===== src/rtl/colgen_pkg.sv =====
`timescale 1ns/1ps
package colgen_pkg;
  typedef enum logic {WRAP_SEQ = 1'b0, WRAP_INTL = 1'b1} wrap_e;
  localparam logic [2:0] BLEN_FULL = 3'd7;
endpackage


===== src/rtl/colgen_mask.sv =====
`timescale 1ns/1ps
// Decodes the burst length code into a segment mask (ones on moving bits).
module colgen_mask #(
  parameter int COL_W   = 8,
  parameter int MAX_LOG = 3
) (
  input  logic [2:0]       code_i,
  output logic [COL_W-1:0] mask_o,
  output logic             full_o,
  output logic             len_ok_o
);
  import colgen_pkg::*;

  assign full_o   = (code_i == BLEN_FULL);
  assign len_ok_o = full_o | (code_i <= 3'(MAX_LOG));

  for (genvar b = 0; b < COL_W; b++) begin : g_mask
    assign mask_o[b] = full_o | (int'(code_i) > b);
  end
endmodule


===== src/rtl/colgen_addr.sv =====
`timescale 1ns/1ps
// Forms the beat column from the held start column and the beat index.
module colgen_addr #(
  parameter int COL_W = 8
) (
  input  logic [COL_W-1:0] base_i,
  input  logic [COL_W-1:0] idx_i,
  input  logic [COL_W-1:0] mask_i,
  input  colgen_pkg::wrap_e wrap_i,
  output logic [COL_W-1:0] col_o
);
  import colgen_pkg::*;

  logic [COL_W-1:0] low_seq;
  logic [COL_W-1:0] low_intl;

  always_comb begin
    low_seq  = (base_i + idx_i) & mask_i;
    low_intl = (base_i ^ idx_i) & mask_i;
    col_o    = (base_i & ~mask_i) | ((wrap_i == WRAP_INTL) ? low_intl : low_seq);
  end
endmodule


===== src/rtl/colgen_seq.sv =====
`timescale 1ns/1ps
// Burst state: active flag, beat index, captured settings, error pulse.
module colgen_seq #(
  parameter int COL_W = 8
) (
  input  logic              clk,
  input  logic              rst_n,
  input  logic              start_i,
  input  logic              stop_i,
  input  logic              legal_i,
  input  logic [COL_W-1:0]  ld_col_i,
  input  logic [COL_W-1:0]  ld_mask_i,
  input  logic              ld_full_i,
  input  colgen_pkg::wrap_e ld_wrap_i,
  output logic              active_o,
  output logic [COL_W-1:0]  base_o,
  output logic [COL_W-1:0]  idx_o,
  output logic [COL_W-1:0]  mask_o,
  output logic              full_o,
  output colgen_pkg::wrap_e wrap_o,
  output logic              last_o,
  output logic              err_o
);
  import colgen_pkg::*;

  logic             active_q, active_d;
  logic [COL_W-1:0] idx_q, idx_d;
  logic [COL_W-1:0] base_q, mask_q;
  logic             full_q;
  wrap_e            wrap_q;
  logic             err_q, err_d;
  logic             load_en, last_c;

  assign last_c  = active_q & ~full_q & (idx_q == mask_q);
  assign load_en = start_i & legal_i;

  always_comb begin
    active_d = active_q;
    idx_d    = idx_q;
    err_d    = start_i & ~legal_i;
    if (start_i) begin
      active_d = legal_i;
      idx_d    = '0;
    end else if (stop_i) begin
      active_d = 1'b0;
    end else if (active_q) begin
      if (last_c) active_d = 1'b0;
      else        idx_d    = idx_q + 1'b1;
    end
  end

  always_ff @(posedge clk or negedge rst_n) begin
    if (!rst_n) begin
      active_q <= 1'b0;
      idx_q    <= '0;
      err_q    <= 1'b0;
    end else begin
      active_q <= active_d;
      idx_q    <= idx_d;
      err_q    <= err_d;
    end
  end

  always_ff @(posedge clk or negedge rst_n) begin
    if (!rst_n) begin
      base_q <= '0;
      mask_q <= '0;
      full_q <= 1'b0;
      wrap_q <= WRAP_SEQ;
    end else if (load_en) begin
      base_q <= ld_col_i;
      mask_q <= ld_mask_i;
      full_q <= ld_full_i;
      wrap_q <= ld_wrap_i;
    end
  end

  assign active_o = active_q;
  assign base_o   = base_q;
  assign idx_o    = idx_q;
  assign mask_o   = mask_q;
  assign full_o   = full_q;
  assign wrap_o   = wrap_q;
  assign last_o   = last_c;
  assign err_o    = err_q;

  // a final beat is followed by silence unless restarted
  a_r5_last_ends: assert property (@(posedge clk) disable iff (!rst_n)
    last_c && !start_i |=> !active_q);
  // an error pulse never coincides with a beat
  a_r9_err_no_beat: assert property (@(posedge clk) disable iff (!rst_n)
    err_q |-> !active_q);
  // illegal start yields an error pulse of one cycle
  a_r9_err_pulse: assert property (@(posedge clk) disable iff (!rst_n)
    err_q && !(start_i && !legal_i) |=> !err_q);
endmodule


===== src/rtl/sdram_burst_colgen.sv =====
`timescale 1ns/1ps
module sdram_burst_colgen #(
  parameter int COL_W   = 8,
  parameter int MAX_LOG = 3
) (
  input  logic             clk,
  input  logic             rst_n,
  input  logic             start_i,
  input  logic [COL_W-1:0] start_col_i,
  input  logic [2:0]       blen_i,
  input  logic             wrap_i,
  input  logic             stop_i,
  output logic [COL_W-1:0] col_o,
  output logic             beat_valid_o,
  output logic             last_o,
  output logic             cfg_err_o
);
  import colgen_pkg::*;

  localparam int SYNC_W = 2;

  logic [SYNC_W-1:0] rst_sync_q;
  logic              core_rst_n;

  always_ff @(posedge clk or negedge rst_n) begin
    if (!rst_n) rst_sync_q <= '0;
    else        rst_sync_q <= {rst_sync_q[SYNC_W-2:0], 1'b1};
  end
  assign core_rst_n = rst_sync_q[SYNC_W-1];

  logic [COL_W-1:0] ld_mask;
  logic             ld_full, len_ok, legal;
  wrap_e            ld_wrap;

  assign ld_wrap = wrap_e'(wrap_i);
  assign legal   = len_ok & ~(ld_full & (ld_wrap == WRAP_INTL));

  colgen_mask #(.COL_W(COL_W), .MAX_LOG(MAX_LOG)) u_mask (
    .code_i  (blen_i),
    .mask_o  (ld_mask),
    .full_o  (ld_full),
    .len_ok_o(len_ok)
  );

  logic [COL_W-1:0] base_q, idx_q, mask_q;
  logic             active_q, full_q;
  wrap_e            wrap_q;

  colgen_seq #(.COL_W(COL_W)) u_seq (
    .clk      (clk),
    .rst_n    (core_rst_n),
    .start_i  (start_i),
    .stop_i   (stop_i),
    .legal_i  (legal),
    .ld_col_i (start_col_i),
    .ld_mask_i(ld_mask),
    .ld_full_i(ld_full),
    .ld_wrap_i(ld_wrap),
    .active_o (active_q),
    .base_o   (base_q),
    .idx_o    (idx_q),
    .mask_o   (mask_q),
    .full_o   (full_q),
    .wrap_o   (wrap_q),
    .last_o   (last_o),
    .err_o    (cfg_err_o)
  );

  colgen_addr #(.COL_W(COL_W)) u_addr (
    .base_i(base_q),
    .idx_i (idx_q),
    .mask_i(mask_q),
    .wrap_i(wrap_q),
    .col_o (col_o)
  );

  assign beat_valid_o = active_q;

  // legal start shows its column as beat 0 next cycle
  a_r2_first_beat: assert property (@(posedge clk) disable iff (!core_rst_n)
    start_i && legal |=> beat_valid_o && col_o == $past(start_col_i));
  // stop without start empties the burst
  a_r7_stop_ends: assert property (@(posedge clk) disable iff (!core_rst_n)
    stop_i && !start_i |=> !beat_valid_o);
  // full page steps by one modulo the page
  a_r6_full_steps: assert property (@(posedge clk) disable iff (!core_rst_n)
    beat_valid_o && full_q && !start_i && !stop_i |=>
      beat_valid_o && col_o == $past(col_o) + COL_W'(1));
  // bits above the segment hold through the burst
  a_r3_upper_held: assert property (@(posedge clk) disable iff (!core_rst_n)
    beat_valid_o && !last_o && !start_i && !stop_i |=>
      (col_o & ~mask_q) == ($past(col_o) & ~mask_q));
  // final-beat flag only with a beat
  a_r5_last_valid: assert property (@(posedge clk) disable iff (!core_rst_n)
    last_o |-> beat_valid_o);
endmodule


===== config.mk =====
export PLATFORM = sky130hd
export DESIGN_NAME = sdram_burst_colgen
export DESIGN_NICKNAME = d
export VERILOG_FILES = /design/src/rtl/colgen_pkg.sv /design/src/rtl/colgen_mask.sv /design/src/rtl/colgen_addr.sv /design/src/rtl/colgen_seq.sv /design/src/rtl/sdram_burst_colgen.sv
export SDC_FILE = /design/constraint.sdc
export NUM_CORES = 1
export LEC_CHECK = 0
export BUFFER_PORTS_ARGS = -buffer_cell sky130_fd_sc_hd__buf_2
export CORE_ASPECT_RATIO = 0.6
export CORE_MARGIN = 3
export CORE_UTILIZATION = 30
export CTS_CLUSTER_SIZE = 30
export DETAILED_ROUTE_END_ITERATION = 7
export SLEW_MARGIN = 25
export SYNTH_ARGS = -nofsm -noshare
export SYNTH_HDL_FRONTEND = slang
export SYNTH_SLANG_ARGS = --single-unit

===== constraint.sdc =====
create_clock -name clk -period 3.95 [get_ports clk]
set_clock_uncertainty 0.15 [all_clocks]
set_input_delay 0.79 -clock clk [delete_from_list [all_inputs] [get_ports clk]]
set_output_delay 0.79 -clock clk [all_outputs]
set_load 0.1 [all_outputs]

==> reports/qor.yml <==
clockBufferDepth: 2
setup_violations: 0
netlist_area_mm2: 0.00168
vias: 1301
critPathLaunchType: "flop"
track_usage: 0.122
worstPathRequired_ns: 3.01
async_reset_ff_frac: 1.00
outcome: "complete, no violations"
synth-seq-cells: 29
antenna_found_initial: 0
setup_tns_ns: 0
syn_nets: 198
globalplace.congestion: 0.937
critPathMaxFanout: 7
area_growth_pct: 17.0
rsz0062_at_grt: "no"
slew_headroom: 0.550
clkSinkCount: 29
cap_violations: 0
hold_viol: 0
worstPathArrival_ns: 2.80
pin_count: 27
power_density_mw_per_mm2: 457
tightestPinTransition_ns: 0.673
critPathKind: "flop to primary output"
drt-vias-per-instance: 4.82
start_util: 0.322
cts_tree: "done"
clk_latency_ns: 0.27
endpoint_kind: "primary output"
syn_avg_cell_area_um2: 9.72
post-route-period-util: 0.946
synth_cells: 173
path_cells: "ha_1 -> a211oi_1 -> nor4_1 -> or4_1 -> a31oi_1 -> a41o_1 -> buf_2"
wl_mm: 3.68
yosysUniqueCellTypes: 36
synth_flop_cell: "dfrtp_1"
vdd_drop_max_uv: 280
drc: 0
routedWlPerCell_um: 13.6
final_antenna_net_count: 0
p_leak_uw: 0.000891
dieArea_mm2: 0.00657
first_global_vias: 1261
synthXorXnorAreaFrac: 0.0677
hold_path_class: "flop to asynchronous set/reset pin"
clk_pin_slew_worst_paths_ns: 0.06
synthAdderAreaFrac: 0.0714
synth_edf_count: 0
synth-seq-area-share: 0.432
multi_input_area_um2: 900
total_power_uw: 899
dp_hpwl_mm: 2.86
cts_made_buffers: 5
yosys.area_share.simple: 0.156
die_h_um: 64.0
yosys_warnings: 0
first_iter_violations: 57
fillCellCount: 524
fp-row-count: 20
port_buffers: 26
report.final.slew_viol_count: 0
synth_compound_area_frac: 0.156
critPathSlowestCell: "or4_1"
gr-total-overflow: 0
core_mm2: 0.00523
crit_path_max_incr_delay_ns: 0.56
fin_crit_ns: 3.74
htree_num_levels: 2
grt_max_degree: 28
drive_gt1_frac: 0.245
first_pass_iters: 4
seq_area_um2: 726
root_buffer: "clkbuf_8"
die_x_um: 103
synth_top_family_by_area: "simple AND/OR/NAND/NOR gates"
max_freq_ghz: 0.268
synth.mux.area_fraction: 0.0796
grt_pass1_wl_mm: 6.23
layout.nets: 228
antenna_cells: 0
## through the flow
step                      setup slack, ns  instance area [um2]  hold slack, ns  cells  utilization
after floorplan                   0.00420                 1690           0.181    173            -
after global placement              0.517                 1880           0.104    262        0.360
after detailed placement            0.523                 1880           0.102    262        0.360
after CTS                           0.203                 1970           0.106    270        0.376
after global routing               0.0157                 1970           0.118    270        0.376
final                               0.214                 1970          0.0895    270        0.376
## cell usage after synthesis (2+ instances only)
cell	number	area (um2)
a211oi_1	3	22.5
a21oi_1	13	65.1
a22o_1	2	17.5
a31oi_1	3	18.8
clkbuf_1	3	11.3
dfrtp_1	29	726
ha_1	8	100
inv_1	10	37.5
mux2_2	11	124
nand2_1	18	67.6
nand2b_1	3	18.8
nand3_1	4	20.0
nand4_2	2	25.0
nor2_1	15	56.3
o21a_1	2	15.0
o21ai_0	10	50.1
o31ai_1	3	22.5
or3_1	3	18.8
or4_1	3	22.5
xnor2_1	11	96.3
xor2_1	2	17.5
## report_power, final
part | internal, uW | switching [uW] | total [uW]
registers | 326 | 32.4 | 358
clock network | 122 | 112 | 234
logic | 78.8 | 228 | 307
## critical path: cells and delay by family (launching register included)
kind / cells / cell delay [ns]
and+or+nand+nor: 2 / 0.69
DFF: 1 / 0.45
AOI/OAI and AO/OA: 3 / 0.62
buffers and inverters: 1 / 0.42
adders and majority gates: 1 / 0.34
## kinds of logic after synthesis
group                      after synthesis
muxes                                   12
xor gates and xnor gates                13
other                                    1
AOI/OAI and AO/OA                       42
buffers and inverters                   14
and+or+nand+nor                         53
DFF                                     29
adders and majority gates                9
## registers in the layout, indices dropped and copies added, names as in the netlist
signal / flops
u_seq.full_o: 1
u_seq.wrap_o: 1
u_seq.active_o: 1
u_seq.idx_o: 8
u_seq.base_o: 8
u_seq.err_o: 1
u_seq.mask_o: 7
rst_sync_q: 2
## layer usage
metal	wire [um]	part of all wire	track usage
met1	2180	0.59	0.192
met2	1300	0.35	0.158
met3	190	0.052	0.0414
met4	12	0.0033	0.0196
met5	0	0	0
## timing repair
action	CTS	global route
resized for setup	0	1
hold buffers	0	0
endpoints found under the setup margin	0	1
buffers inserted	0	0
## cells in the final DEF (no fill, tap or decap), drive strengths merged, types with 4 or more instances in the layout
cell type and count:
mux2 11, dfrtp 29, ha 8, nand2 18, nor2 15, a21oi 13, clkbuf 7, nand3 4
buf 26, xnor2 11, o21ai 11, inv 10
## path summary, 6_finish.rpt
path | startpoint | endpoint | slack (ns) | depth (start not counted)
max reg2reg | u_seq.idx_o[3] | u_seq.idx_o[1] | 1.97 | 5
min | rst_sync_q[1] | u_seq.wrap_o | 0.09 | 1
min in group clk | rst_sync_q[0] | rst_sync_q[1] | 0.20 | 0
max in group asynchronous | rst_sync_q[1] | u_seq.mask_o[0] | 3.30 | 1
max | u_seq.idx_o[1] | col_o[7] | 0.21 | 7
min reg2reg | rst_sync_q[1] | u_seq.wrap_o | 0.09 | 1
## cell type report
class | count | area share
timing repair buffer | 27 | 0.0712
clock inverter | 2 | 0.00509
clock buffer | 6 | 0.0369
multi-input combinational | 130 | 0.457
inverter | 10 | 0.0191
tap | 66 | 0.0420
sequential | 29 | 0.369
No activity file was read; power rests on OpenSTA's default activity.
